File: src/rtl/adc_pp_cal_pkg.sv
package adc_pp_cal_pkg;

  localparam logic [2:0] SRC_GND = 3'b000;
  localparam logic [2:0] SRC_SUP = 3'b001;
  localparam logic [2:0] SRC_IN  = 3'b011;

  localparam int N_STEPS = 10;
  localparam int HALF    = N_STEPS / 2;

  // One step of the calibration cycle
  typedef struct packed {
    logic       wrap;      // last step, return to 0
    logic       live_b;    // channel B converts the sensor
    logic       avg_b;     // channel B feeds the averager
    logic       long_dw;   // averaging dwell instead of settling dwell
    logic       calc;      // coefficient calculation on entry
    logic       lvl_sup;   // averaged level is the supply
    logic [2:0] src_a;
    logic [2:0] src_b;
  } step_t;

  // Step word derived from position: both halves mirror each other
  function automatic step_t step_word(input logic [3:0] idx);
    step_t w;
    int    k;
    logic  h;
    logic [2:0] idle_src;
    h = (int'(idx) >= HALF);
    k = h ? int'(idx) - HALF : int'(idx);
    case (k)
      0, 1:    idle_src = SRC_GND;
      2, 3:    idle_src = SRC_SUP;
      default: idle_src = SRC_IN;
    endcase
    w.wrap    = (int'(idx) == N_STEPS - 1);
    w.live_b  = h;
    w.avg_b   = !h;
    w.long_dw = (k == 1) || (k == 3);
    w.calc    = (k == 2) || (k == 4);
    w.lvl_sup = (k == 4);
    w.src_a   = h ? idle_src : SRC_IN;
    w.src_b   = h ? SRC_IN : idle_src;
    return w;
  endfunction

endpackage

File: src/rtl/adc_pp_step_rom.sv
module adc_pp_step_rom
  import adc_pp_cal_pkg::*;
(
  input  logic [3:0] cur_idx,
  input  logic [3:0] nxt_idx,
  output step_t      cur_w,
  output step_t      nxt_w
);
  step_t tbl [N_STEPS];

  for (genvar g = 0; g < N_STEPS; g++) begin : g_tbl
    assign tbl[g] = step_word(4'(g));
  end

  always_comb begin
    cur_w = tbl[0];
    nxt_w = tbl[0];
    for (int i = 0; i < N_STEPS; i++) begin
      if (cur_idx == 4'(i)) cur_w = tbl[i];
      if (nxt_idx == 4'(i)) nxt_w = tbl[i];
    end
  end
endmodule

File: src/rtl/adc_pp_dwell.sv
module adc_pp_dwell #(
  parameter int SETTLE_N = 4,
  parameter int AVG_N    = 256
) (
  input  logic clk,
  input  logic rst,
  input  logic stb,
  input  logic long_sel,
  output logic done
);
  localparam int MAXN = (AVG_N > SETTLE_N) ? AVG_N : SETTLE_N;
  localparam int CW   = $clog2(MAXN) + 1;

  logic [CW-1:0] cnt_q;
  logic [CW-1:0] last;

  assign last = long_sel ? CW'(AVG_N - 1) : CW'(SETTLE_N - 1);
  assign done = stb && (cnt_q == last);

  always_ff @(posedge clk) begin
    if (rst)       cnt_q <= '0;
    else if (done) cnt_q <= '0;
    else if (stb)  cnt_q <= cnt_q + 1'b1;
  end

  // the dwell count never passes the active limit
  assert_cnt_bound_R3: assert property (@(posedge clk) disable iff (rst)
    cnt_q <= last);
endmodule

File: src/rtl/adc_pp_accum.sv
module adc_pp_accum #(
  parameter int DW    = 12,
  parameter int AVG_N = 256,
  localparam int SW   = DW + $clog2(AVG_N)
) (
  input  logic          clk,
  input  logic          rst,
  input  logic          clr,
  input  logic          add,
  input  logic [DW-1:0] din,
  output logic [SW-1:0] sum
);
  localparam int NW = $clog2(AVG_N + 1) + 1;
  logic [NW-1:0] n_q;

  always_ff @(posedge clk) begin
    if (rst || clr) begin
      sum <= '0;
      n_q <= '0;
    end else if (add) begin
      sum <= sum + SW'(din);
      n_q <= n_q + 1'b1;
    end
  end

  // never more than AVG_N samples since the last clear
  assert_add_count_R6: assert property (@(posedge clk) disable iff (rst)
    n_q <= NW'(AVG_N));
endmodule

File: src/rtl/adc_pp_cal.sv
module adc_pp_cal
  import adc_pp_cal_pkg::*;
#(
  parameter int DW       = 12,
  parameter int SETTLE_N = 4,
  parameter int AVG_N    = 256,
  localparam int SW      = DW + $clog2(AVG_N)
) (
  input  logic          clk,
  input  logic          rst,
  input  logic          smp_stb,
  input  logic [DW-1:0] raw_a,
  input  logic [DW-1:0] raw_b,
  output logic [2:0]    src_a,
  output logic [2:0]    src_b,
  output logic          live_ch,
  output logic          acc_active,
  output logic          acc_ch,
  output logic [SW-1:0] acc_sum,
  output logic          coef_go,
  output logic          coef_supply,
  output logic          coef_ch
);
  logic [3:0] st_q;
  logic [3:0] nxt_idx;
  step_t      cur_w, nxt_w, rst_w;
  logic       adv;

  assign rst_w   = step_word(4'd0);
  assign nxt_idx = cur_w.wrap ? 4'd0 : st_q + 4'd1;

  adc_pp_step_rom u_rom (
    .cur_idx(st_q), .nxt_idx(nxt_idx), .cur_w(cur_w), .nxt_w(nxt_w)
  );

  adc_pp_dwell #(.SETTLE_N(SETTLE_N), .AVG_N(AVG_N)) u_dwell (
    .clk(clk), .rst(rst), .stb(smp_stb), .long_sel(cur_w.long_dw), .done(adv)
  );

  adc_pp_accum #(.DW(DW), .AVG_N(AVG_N)) u_acc (
    .clk(clk), .rst(rst),
    .clr(adv && nxt_w.long_dw),
    .add(smp_stb && cur_w.long_dw),
    .din(cur_w.avg_b ? raw_b : raw_a),
    .sum(acc_sum)
  );

  always_ff @(posedge clk) begin
    if (rst) begin
      st_q        <= 4'd0;
      src_a       <= rst_w.src_a;
      src_b       <= rst_w.src_b;
      live_ch     <= rst_w.live_b;
      acc_active  <= 1'b0;
      acc_ch      <= rst_w.avg_b;
      coef_go     <= 1'b0;
      coef_supply <= 1'b0;
      coef_ch     <= 1'b0;
    end else begin
      coef_go <= 1'b0;
      if (adv) begin
        st_q        <= nxt_idx;
        src_a       <= nxt_w.src_a;
        src_b       <= nxt_w.src_b;
        live_ch     <= nxt_w.live_b;
        acc_active  <= nxt_w.long_dw;
        acc_ch      <= nxt_w.avg_b;
        coef_go     <= nxt_w.calc;
        coef_supply <= nxt_w.lvl_sup;
        coef_ch     <= nxt_w.avg_b;
      end
    end
  end

  // step moves only after a strobe
  assert_step_on_strobe_R2: assert property (@(posedge clk) disable iff (rst)
    (st_q != $past(st_q)) |-> $past(smp_stb));

  // live channel changes only at the swap steps
  assert_live_swap_R5: assert property (@(posedge clk) disable iff (rst)
    (live_ch != $past(live_ch)) |-> (st_q == 4'd0 || st_q == 4'd5));

  // the live channel is on the pin input
  assert_live_input_R5: assert property (@(posedge clk) disable iff (rst)
    (live_ch ? src_b : src_a) == SRC_IN);

  // the averaged channel is never the live one
  assert_avg_idle_R6: assert property (@(posedge clk) disable iff (rst)
    acc_active |-> (acc_ch != live_ch));

  // coefficient request lasts a single cycle
  assert_coef_pulse_R7: assert property (@(posedge clk) disable iff (rst)
    coef_go |=> !coef_go);
endmodule

File: config.mk
export PLATFORM = sky130hd
export DESIGN_NAME = adc_pp_cal
export DESIGN_NICKNAME = d
export VERILOG_FILES = /design/src/rtl/adc_pp_cal_pkg.sv /design/src/rtl/adc_pp_step_rom.sv /design/src/rtl/adc_pp_dwell.sv /design/src/rtl/adc_pp_accum.sv /design/src/rtl/adc_pp_cal.sv
export SDC_FILE = /design/constraint.sdc
export NUM_CORES = 1
export LEC_CHECK = 0
export BUFFER_PORTS_ARGS = -buffer_cell sky130_fd_sc_hd__buf_2
export CAP_MARGIN = 10
export CORE_MARGIN = 2
export CORE_UTILIZATION = 49
export DETAILED_ROUTE_END_ITERATION = 8
export GPL_ROUTABILITY_DRIVEN = 0
export HOLD_SLACK_MARGIN = 0.05
export PLACE_DENSITY = 0.79
export SLEW_MARGIN = 5
export SYNTH_ARGS = -nofsm -noshare
export SYNTH_HDL_FRONTEND = slang
export SYNTH_SLANG_ARGS = --single-unit
File: constraint.sdc
create_clock -name clk -period 3.3 [get_ports clk]
set_input_delay 0.66 -clock clk [delete_from_list [all_inputs] [get_ports clk]]
set_output_delay 0.66 -clock clk [all_outputs]
set_load 0.005 [all_outputs]
Yosys cells after proc, flatten, opt, wreduce, memory -nomap -nowiden
Cells that the tools add are included.

cells by class
  bitwise operators = 1
  reductions and logical operators = 6
  multiplexer cells = 21
  $add $sub $neg = 3
  eq/ne operators = 19

operators with widths
  operator                                             number
  two-way mux 11 bit                                   9
  two-way mux 9 bit                                    8
  equality test 4 x 3 -> 1 bit, second input constant  8
  two-way mux 12 bit                                   2
  adder 20 x 12 -> 20 bit                              1
  equality test 4 x 2 -> 1 bit, second input constant  4
  equality test 4 bit, second input constant           4
  adder 9 x 1 -> 9 bit, second input constant          1
  equality test 9 bit                                  1
  equality test 4 x 1 -> 1 bit, second input constant  2
  two-way mux 8 bit                                    1
  adder 4 x 1 -> 4 bit, second input constant          1
  two-way mux 4 bit                                    1
  OR reduction 2 bit                                   2
  logical AND 1 bit                                    3
  logical OR 1 bit                                     1
  NOT 1 bit                                            1

storage, ports and cells
  flip-flop bits (word level) = 45
  output and inout bits = 32
  input bits = 27
  logic and storage cells = 61

Depth between registers and ports, before layout
Gate-level depths: netlist of run 1.

  depth in word-level cells = 23
  gate-level depth with buffers = 15
  gate-level depth less buffers = 13

By module
A second synthesis of run 1 with hierarchy kept.

unflattened totals
  cells, all modules = 334
  area total of the unflattened synthesis = 2919.0 µm²

modules (own cells, without submodules)
  module           times used  area an instance (µm²)  cells an instance  seq. area each (µm²)
  adc_pp_accum     1           1347.5                  154                400.4
  adc_pp_cal       1           765.7                   78                 320.3
  adc_pp_dwell     1           466.7                   49                 180.2
  adc_pp_step_rom  1           339.1                   53                 0.0

Worst setup path after synthesis of run 1
OpenSTA, ideal clock, no wires.

  path kind = register to register
  from = reg st_q[3]
  to = reg u_acc.sum[14]
  library setup time = 66 ps
  buffers on the path = 2
  clock period less this slack = 3607 ps
  slack = -307 ps
  required time = 3234 ps
  stages on the path, launching flop included = 16
  arrival = 3541 ps
  path through = dfxtp_1 clkbuf_1 nand2b_1 nor2_1 a21oi_1 clkbuf_1 mux2_1 ha_1 inv_1 fa_1 nand2b_1 a21oi_1 o2111a_1 o21ai_0 or4_4 a21oi_2

on the way
  cells in the longest elaborated chain, start to end = 15
  elaborated cells between the ends (all ways) = 46
  those cells by class = 2 x add/sub; 19 x eq/ne; 21 x mux; 4 x reduce/logical

RTL lines
  element                                                                        RTL line            source
  start: declaration                                                             adc_pp_cal.sv:24    logic [3:0] st_q;
  start signal: assignment                                                       adc_pp_cal.sv:62    st_q <= nxt_idx;
  parallel branches: the longest is 15 deep, another holds adder 4 x 1 -> 4 bit  --
  end signal: assignment                                                         adc_pp_accum.sv:21  sum <= sum + SW'(din);
  end: declaration                                                               adc_pp_accum.sv:11  output logic [SW-1:0] sum

Parallel ways; which one is timed is not known.
A chain may end at the register's enable or synchronous reset.

Final worst setup path of run 1
  from = reg st_q[3]
  to = reg u_acc.sum[19]

The elaborated chain is that of the path after synthesis.

==> results.json, run 1 <==
{
  "firstDrtPassIters": 4,
  "gr-usage-all-layers_pct": 19.1,
  "report.final.setup_viol": 0,
  "layout_common_cells": "56 x sky130_fd_sc_hd__buf_2, 43 x sky130_fd_sc_hd__dfxtp_1, 41 x sky130_fd_sc_hd__nand2_1",
  "io_buffer_count": 56,
  "power_frac_comb_pct": 8.5,
  "p_switching_w": 0.000235,
  "power.ir.vdd_worst_v": 0.000317,
  "route.detailed.wl_per_inst_um": 12.8,
  "syn-instance-count": 317,
  "via_count": 2386,
  "clock_sink_count": 43,
  "cp_data_required_time_ps": 3540,
  "r2r_start": "st_q[3]",
  "p_int_w": 0.000809,
  "nets": 414,
  "reg2regPathDepth": 13,
  "synth_async_sr_flop_share_pct": 0,
  "grt_antenna_before_repair": 0,
  "endpoint": "u_acc.sum[19]",
  "whs_path_depth": 2,
  "avgSynthCellArea_um2": 8.24,
  "initial_utilization_pct": 50.8,
  "mostFrequentLayoutCell": "sky130_fd_sc_hd__buf_2",
  "gr-total-overflow": 0,
  "core_mm2": 0.00514,
  "syn_to_final_growth_pct": 18.1,
  "ios": 59,
  "post_cts_buffers": 0,
  "synthDominantAreaCellType": "sky130_fd_sc_hd__dfxtp_1",
  "worst_r2r_endpoint": "u_acc.sum[19]",
  "hold_path_class": "reg2reg",
  "synthesis.yosys.warnings": 0,
  "clk-insertion-delay-late_ps": 300,
  "synth_simple_gate_area_share_pct": 24.1,
  "first_pass_grt_wire_length_um": 9400,
  "status": "complete, no violations",
  "std_cell_rows": 26,
  "dieWidth_um": 77.0,
  "netlist_area_mm2": 0.00261,
  "clock_power_share_pct": 41.0,
  "synth-seq-area-share_pct": 33.0,
  "dieArea_mm2": 0.00593,
  "yosys.area_share.adder_pct": 6.99,
  "power_density_mw_per_mm2": 338,
  "antenna-diode-count": 0,
  "grt_max_degree": 21,
  "grt_pass1_vias": 2197,
  "hpwl_um": 4100,
  "sequentialPowerShare_pct": 50.6,
  "ant_nets": 0,
  "fin_setup_tns_ps": 0,
  "synth_xor_xnor_area_share_pct": 5.70,
  "critPathArrivalTime_ps": 3300,
  "drcViolationCount": 0,
  "final_min_period_over_clock_period_pct": 93.0,
  "critical_path.startpoint": "st_q[3]",
  "synthFlopType": "sky130_fd_sc_hd__dfxtp_1",
  "drt-initial-drc-count": 156,
  "clk_pin_slew_ps": 90,
  "power_switching_share_pct": 22.5,
  "synth.top_cells.by_area": "sky130_fd_sc_hd__dfxtp_1 33%, sky130_fd_sc_hd__a21oi_1 6.3%, sky130_fd_sc_hd__ha_1 6.2%",
  "power.static_leakage_nw": 1.32,
  "netlist-cell-type-count": 56,
  "synth-compound-area-share_pct": 18.0,
  "cts.path.max_buffers": 2,
  "post_synthesis_sequential_element_count": 43,
  "startpoint_to_endpoint_class_of_the_critical_path": "reg2reg",
  "maxCapViolCount": 0,
  "final_max_slew_viol_count": 0,
  "share_of_cells_above_drive_strength_1_pct": 23.5,
  "tritoncts": "built",
  "dpl-instance-area_mm2": 0.00295,
  "r2r_slack_ps": 230,
  "route.final.wire_length_um": 5690,
  "muxShareOfSynthArea_pct": 6.99,
  "clockRootBuffer": "sky130_fd_sc_hd__clkbuf_8",
  "synth-edff-count": 0,
  "cts_buffers": 5,
  "unrepaired_setup_endpoints_after_global_routing": "false",
  "ctsHtreeMaxLevel": 2,
  "finalInstanceArea_mm2": 0.00309,
  "synth_top_cell_area_share_pct": 33.0,
  "critPathLaunchType": "register",
  "finalHoldViolations": 0,
  "largest_family_of_logic_cells_by_synthesized_area": "simple AND/OR/NAND/NOR gates",
  "max_freq_mhz": 326,
  "vias_per_cell": 5.37,
  "layout_min_cycle_time_ps": 3070,
  "dieHeight_um": 77.0,
  "worstSetupEndpointType": "register",
  "path_max_fanout": 11,
  "clock_skew_ps": 10.6
}
==> synthesized netlist by cell type, types with 6 or more instances <==
cell and count:
sky130_fd_sc_hd__a21oi_1 33, sky130_fd_sc_hd__clkbuf_1 10, sky130_fd_sc_hd__dfxtp_1 43, sky130_fd_sc_hd__ha_1 13, sky130_fd_sc_hd__inv_1 10, sky130_fd_sc_hd__mux2_1 10
sky130_fd_sc_hd__nand2_1 41, sky130_fd_sc_hd__nand2b_1 7, sky130_fd_sc_hd__nand3_1 11, sky130_fd_sc_hd__nor2_1 28, sky130_fd_sc_hd__nor3_1 7, sky130_fd_sc_hd__o21ai_0 10
sky130_fd_sc_hd__or3_1 6, sky130_fd_sc_hd__xor2_1 12
==> kinds of logic after synthesis <==
kind of cell,count (synthesis)
adders and majority gates,14
other,1
buffers and inverters,27
and+or+nand+nor,125
AOI/OAI and AO/OA,75
DFF,43
muxes,15
xor gates and xnor gates,17
==> power groups by stage <==
stage	registers, W	logic, W	clock network [W]
after floorplan	0.000540	0.0000629	0
after global placement	0.000540	0.0000849	0
after detailed placement	0.000540	0.0000873	0
after CTS	0.000528	0.0000878	0.000438
after global routing	0.000529	0.0000990	0.000459
final	0.000528	0.0000883	0.000428
==> per-layer routing <==
metal | part of all wire [%] | vias up | global-route usage, %
li1 | - | 1236 | -
met1 | 44 | 1082 | 22.9
met2 | 49 | 61 | 34.0
met3 | 5.4 | 7 | 3.65
met4 | 1.6 | 0 | 6.61
met5 | 0 | - | 0
==> metrics by stage <==
stage	std cells	util (%)	total power, W	hold WS (ps)	worst slack [ps]
5_1_grt	444	60.0	0.00109	472	1.58
3_3_place_gp	436	57.5	0.000625	429	235
6_report	444	60.0	0.00104	450	231
4_1_cts	444	59.8	0.00105	454	122
2_1_floorplan	318	-	0.000603	439	38.4
3_5_place_dp	436	57.5	0.000628	443	155
==> final cells by class <==
cell class	count	area, µm²
Clock buffer	6	82.6
Clock inverter	2	35.0
Fill cell	486	2050
Inverter	10	37.5
Multi-Input combinational cell	248	1630
Sequential cell	43	861
Tap cell	70	87.6
Timing Repair Buffer	65	352
==> sequential cells by signal, summed over array words and instances (netlist names) <==
name and cells:
u_acc.sum 20, u_dwell.cnt_q 9, st_q 4, src_a 2, src_b 2, acc_active 1
acc_ch 1, coef_ch 1, coef_go 1, coef_supply 1, live_ch 1
==> worst min-delay path by stage <==
stage / startpoint / to
5_1_grt: src_b[0] / src_b[0]
6_report: src_b[0] / src_b[0]
3_5_place_dp: src_b[0] / src_b[0]
3_3_place_gp: acc_ch / acc_ch
4_1_cts: src_b[0] / src_b[0]
2_1_floorplan: acc_ch / acc_ch
==> critical path, stage by stage (launching register included) <==
cell                        delay (ps)
sky130_fd_sc_hd__dfxtp_1           350
sky130_fd_sc_hd__nand2b_1          130
sky130_fd_sc_hd__nor2_1             40
sky130_fd_sc_hd__a21oi_1           150
sky130_fd_sc_hd__buf_6             180
sky130_fd_sc_hd__buf_4             150
sky130_fd_sc_hd__mux2_2            350
sky130_fd_sc_hd__ha_1              380
sky130_fd_sc_hd__and3_1            180
sky130_fd_sc_hd__o2111ai_1         110
sky130_fd_sc_hd__o21bai_1          290
sky130_fd_sc_hd__nand3_1           190
sky130_fd_sc_hd__or3_1             370
sky130_fd_sc_hd__a21oi_1           140
==> what timing repair did <==
action                     in CTS  in global routing
hold buffers                    0                  0
hold endpoints to repair        0                  0
setup endpoints to repair       0                  4
gates resized for setup         0                  4
Power figures use the tool's default switching activity.
==> inputs of run 2 (changes only) <==
Settings changed: CORE_ASPECT_RATIO set to 1.4, CORE_UTILIZATION 49 to 56, PLACE_DENSITY 0.79 to 0.85.
Clock period 3.3 ns to 4 ns, I/O delays scaled along.
==> results.json, run 2 (synthesis results as in run 1) <==
{
  "fin_setup_tns_ps": 0,
  "p_int_w": 0.000586,
  "clock_sink_count": 43,
  "vias_per_cell": 5.63,
  "r2r_start": "st_q[3]",
  "critical_path.startpoint": "st_q[3]",
  "dr_wl_met2_um": 2960,
  "p_switching_w": 0.000201,
  "dieArea_mm2": 0.00524,
  "route.detailed.wl_per_inst_um": 13.1,
  "power.ir.vdd_worst_v": 0.000255,
  "ios": 59,
  "hold_path_class": "reg2reg",
  "power_density_mw_per_mm2": 265,
  "tritoncts": "built",
  "clk-insertion-delay-late_ps": 310,
  "routed-wl-met3_um": 238,
  "clock_power_share_pct": 35.4,
  "cts.hold.buffers_added": 0,
  "path_cells": "nand2b_1 -> nor2_1 -> a21oi_1 -> buf_4 -> mux2_1 -> ha_1 -> inv_1 -> fa_1 -> nand2b_1 -> a21oi_1 -> o2111a_1 -> o21ai_0 -> or4_4 -> a21oi_2",
  "non_filler_instance_count_after_layout": 428,
  "dieHeight_um": 84.8,
  "first_pass_grt_wire_length_um": 9140,
  "crit_buf_inv": 2,
  "std_cell_rows": 29,
  "hpwl_um": 4050,
  "critPathLaunchType": "register",
  "power_switching_share_pct": 25.5,
  "antenna-diode-count": 0,
  "grt_pass1_vias": 2138,
  "power_frac_comb_pct": 9.2,
  "worstSetupEndpointType": "register",
  "layout_common_cells": "56 x sky130_fd_sc_hd__buf_2, 43 x sky130_fd_sc_hd__dfxtp_1, 41 x sky130_fd_sc_hd__nand2_1",
  "post_cts_buffers": 0,
  "via_count": 2408,
  "path_max_fanout": 12,
  "unrepaired_setup_endpoints_after_global_routing": "false",
  "critical-path-slowest-cell": "sky130_fd_sc_hd__or4_4",
  "reg.largest.list": "u_acc.sum x20, u_dwell.cnt_q x9, st_q x4",
  "worstMarginPinSlew_ps": 684,
  "ant_nets": 0,
  "share_of_cells_above_drive_strength_1_pct": 21.0,
  "nets": 406,
  "grt_max_degree": 21,
  "critPathMaxStageDelay_ps": 560,
  "mostFrequentLayoutCell": "sky130_fd_sc_hd__buf_2",
  "final_min_period_over_clock_period_pct": 91.9,
  "clk_pin_slew_ps": 90,
  "initial_utilization_pct": 58.1,
  "max_flop_register": "u_acc.sum",
  "io_buffer_count": 56,
  "r2r_slack_ps": 320,
  "core_mm2": 0.00450,
  "finalHoldViolations": 0,
  "gr-total-overflow": 0,
  "endpoint": "u_acc.sum[14]",
  "final_max_slew_viol_count": 0,
  "clockRootBuffer": "sky130_fd_sc_hd__clkbuf_8",
  "firstDrtPassIters": 7,
  "place.detailed.instances": 420,
  "cts.path.max_buffers": 2,
  "drt-initial-drc-count": 73,
  "critical_path_depth": 14,
  "ctsHtreeMaxLevel": 2,
  "number_of_instances_resized_during_post_cts_repair": 0,
  "maxCapViolCount": 0,
  "startpoint_to_endpoint_class_of_the_critical_path": "reg2reg",
  "route.final.wire_length_um": 5610,
  "routed.top_layer": "met4",
  "sequentialPowerShare_pct": 55.4,
  "layout_min_cycle_time_ps": 3680,
  "post_route_met1_wirelength_um": 2280,
  "syn_to_final_growth_pct": 13.8,
  "grt_antenna_before_repair": 0,
  "worst_r2r_endpoint": "u_acc.sum[14]",
  "power.static_leakage_nw": 1.25,
  "dieWidth_um": 61.7,
  "max_freq_mhz": 272,
  "timing.max_slew.rel_slack_pct": 53.9,
  "status": "complete, no violations",
  "drcViolationCount": 0,
  "largest_reg_flops": 20,
  "clock_skew_ps": 9.08,
  "report.final.setup_viol": 0,
  "gr-usage-all-layers_pct": 22.5,
  "path_delay_family": "simple AND/OR/NAND/NOR gates",
  "reg2regPathDepth": 14,
  "cts_buffers": 5,
  "critPathArrivalTime_ps": 3920,
  "cp_data_required_time_ps": 4250
}
[run 2: metrics by stage]
step           instance area (µm²)  total power, W  util [%]  setup slack (ps)  hold WS, ps
3_3_place_gp                  2880        0.000515      64.1               547          433
5_1_grt                       2970        0.000817      66.1              62.9          483
4_1_cts                       2970        0.000790      66.1               386          460
2_1_floorplan                 2620        0.000497         -               393          439
3_5_place_dp                  2880        0.000518      64.1               408          447
6_report                      2970        0.000787      66.1               323          454
[run 2: per-layer routing]
metal	global-route usage (%)	vias up
met5	0	-
met4	9.09	0
met3	3.20	10
met2	39.9	67
met1	25.9	1122
li1	-	1209
[run 2: layout make-up]
type / count / area (µm²)
well taps: 62 / 77.6
flip-flops and latches: 43 / 861
fillers: 394 / 1530
inverters: 10 / 37.5
clock buffers: 5 / 68.8
clock inverters: 3 / 20.0
multi-input cells: 248 / 1620
repair buffers: 57 / 288
[run 2: worst min-delay path by stage]
| stage | from | to | slack [ps] | cells after the start |
|---|---|---|---|---|
| 6_report | src_b[0] | src_b[0] | 450 | 2 |
| 4_1_cts | src_b[0] | src_b[0] | 460 | 2 |
| 2_1_floorplan | acc_ch | acc_ch | 440 | 2 |
| 3_5_place_dp | coef_ch | coef_ch | 450 | 2 |
| 5_1_grt | src_b[0] | src_b[0] | 480 | 2 |
| 3_3_place_gp | acc_ch | acc_ch | 430 | 2 |
[run 2: power groups by stage]
stage	sequential, W	clock (W)	combinational [W]
global route	0.000437	0.000299	0.0000811
CTS	0.000436	0.000282	0.0000720
detailed placement	0.000446	0	0.0000716
global placement	0.000446	0	0.0000692
floorplan	0.000445	0	0.0000519
finish	0.000436	0.000279	0.0000721
[run 2: worst reg2reg max path, stage by stage (launching register included)]
cell	delay, ps
sky130_fd_sc_hd__dfxtp_1	500
sky130_fd_sc_hd__nand2b_1	270
sky130_fd_sc_hd__nor2_1	70
sky130_fd_sc_hd__a21oi_1	130
sky130_fd_sc_hd__buf_4	230
sky130_fd_sc_hd__mux2_1	170
sky130_fd_sc_hd__ha_1	180
sky130_fd_sc_hd__inv_1	60
sky130_fd_sc_hd__fa_1	380
sky130_fd_sc_hd__nand2b_1	200
sky130_fd_sc_hd__a21oi_1	250
sky130_fd_sc_hd__o2111a_1	250
sky130_fd_sc_hd__o21ai_0	250
sky130_fd_sc_hd__or4_4	560
sky130_fd_sc_hd__a21oi_2	130
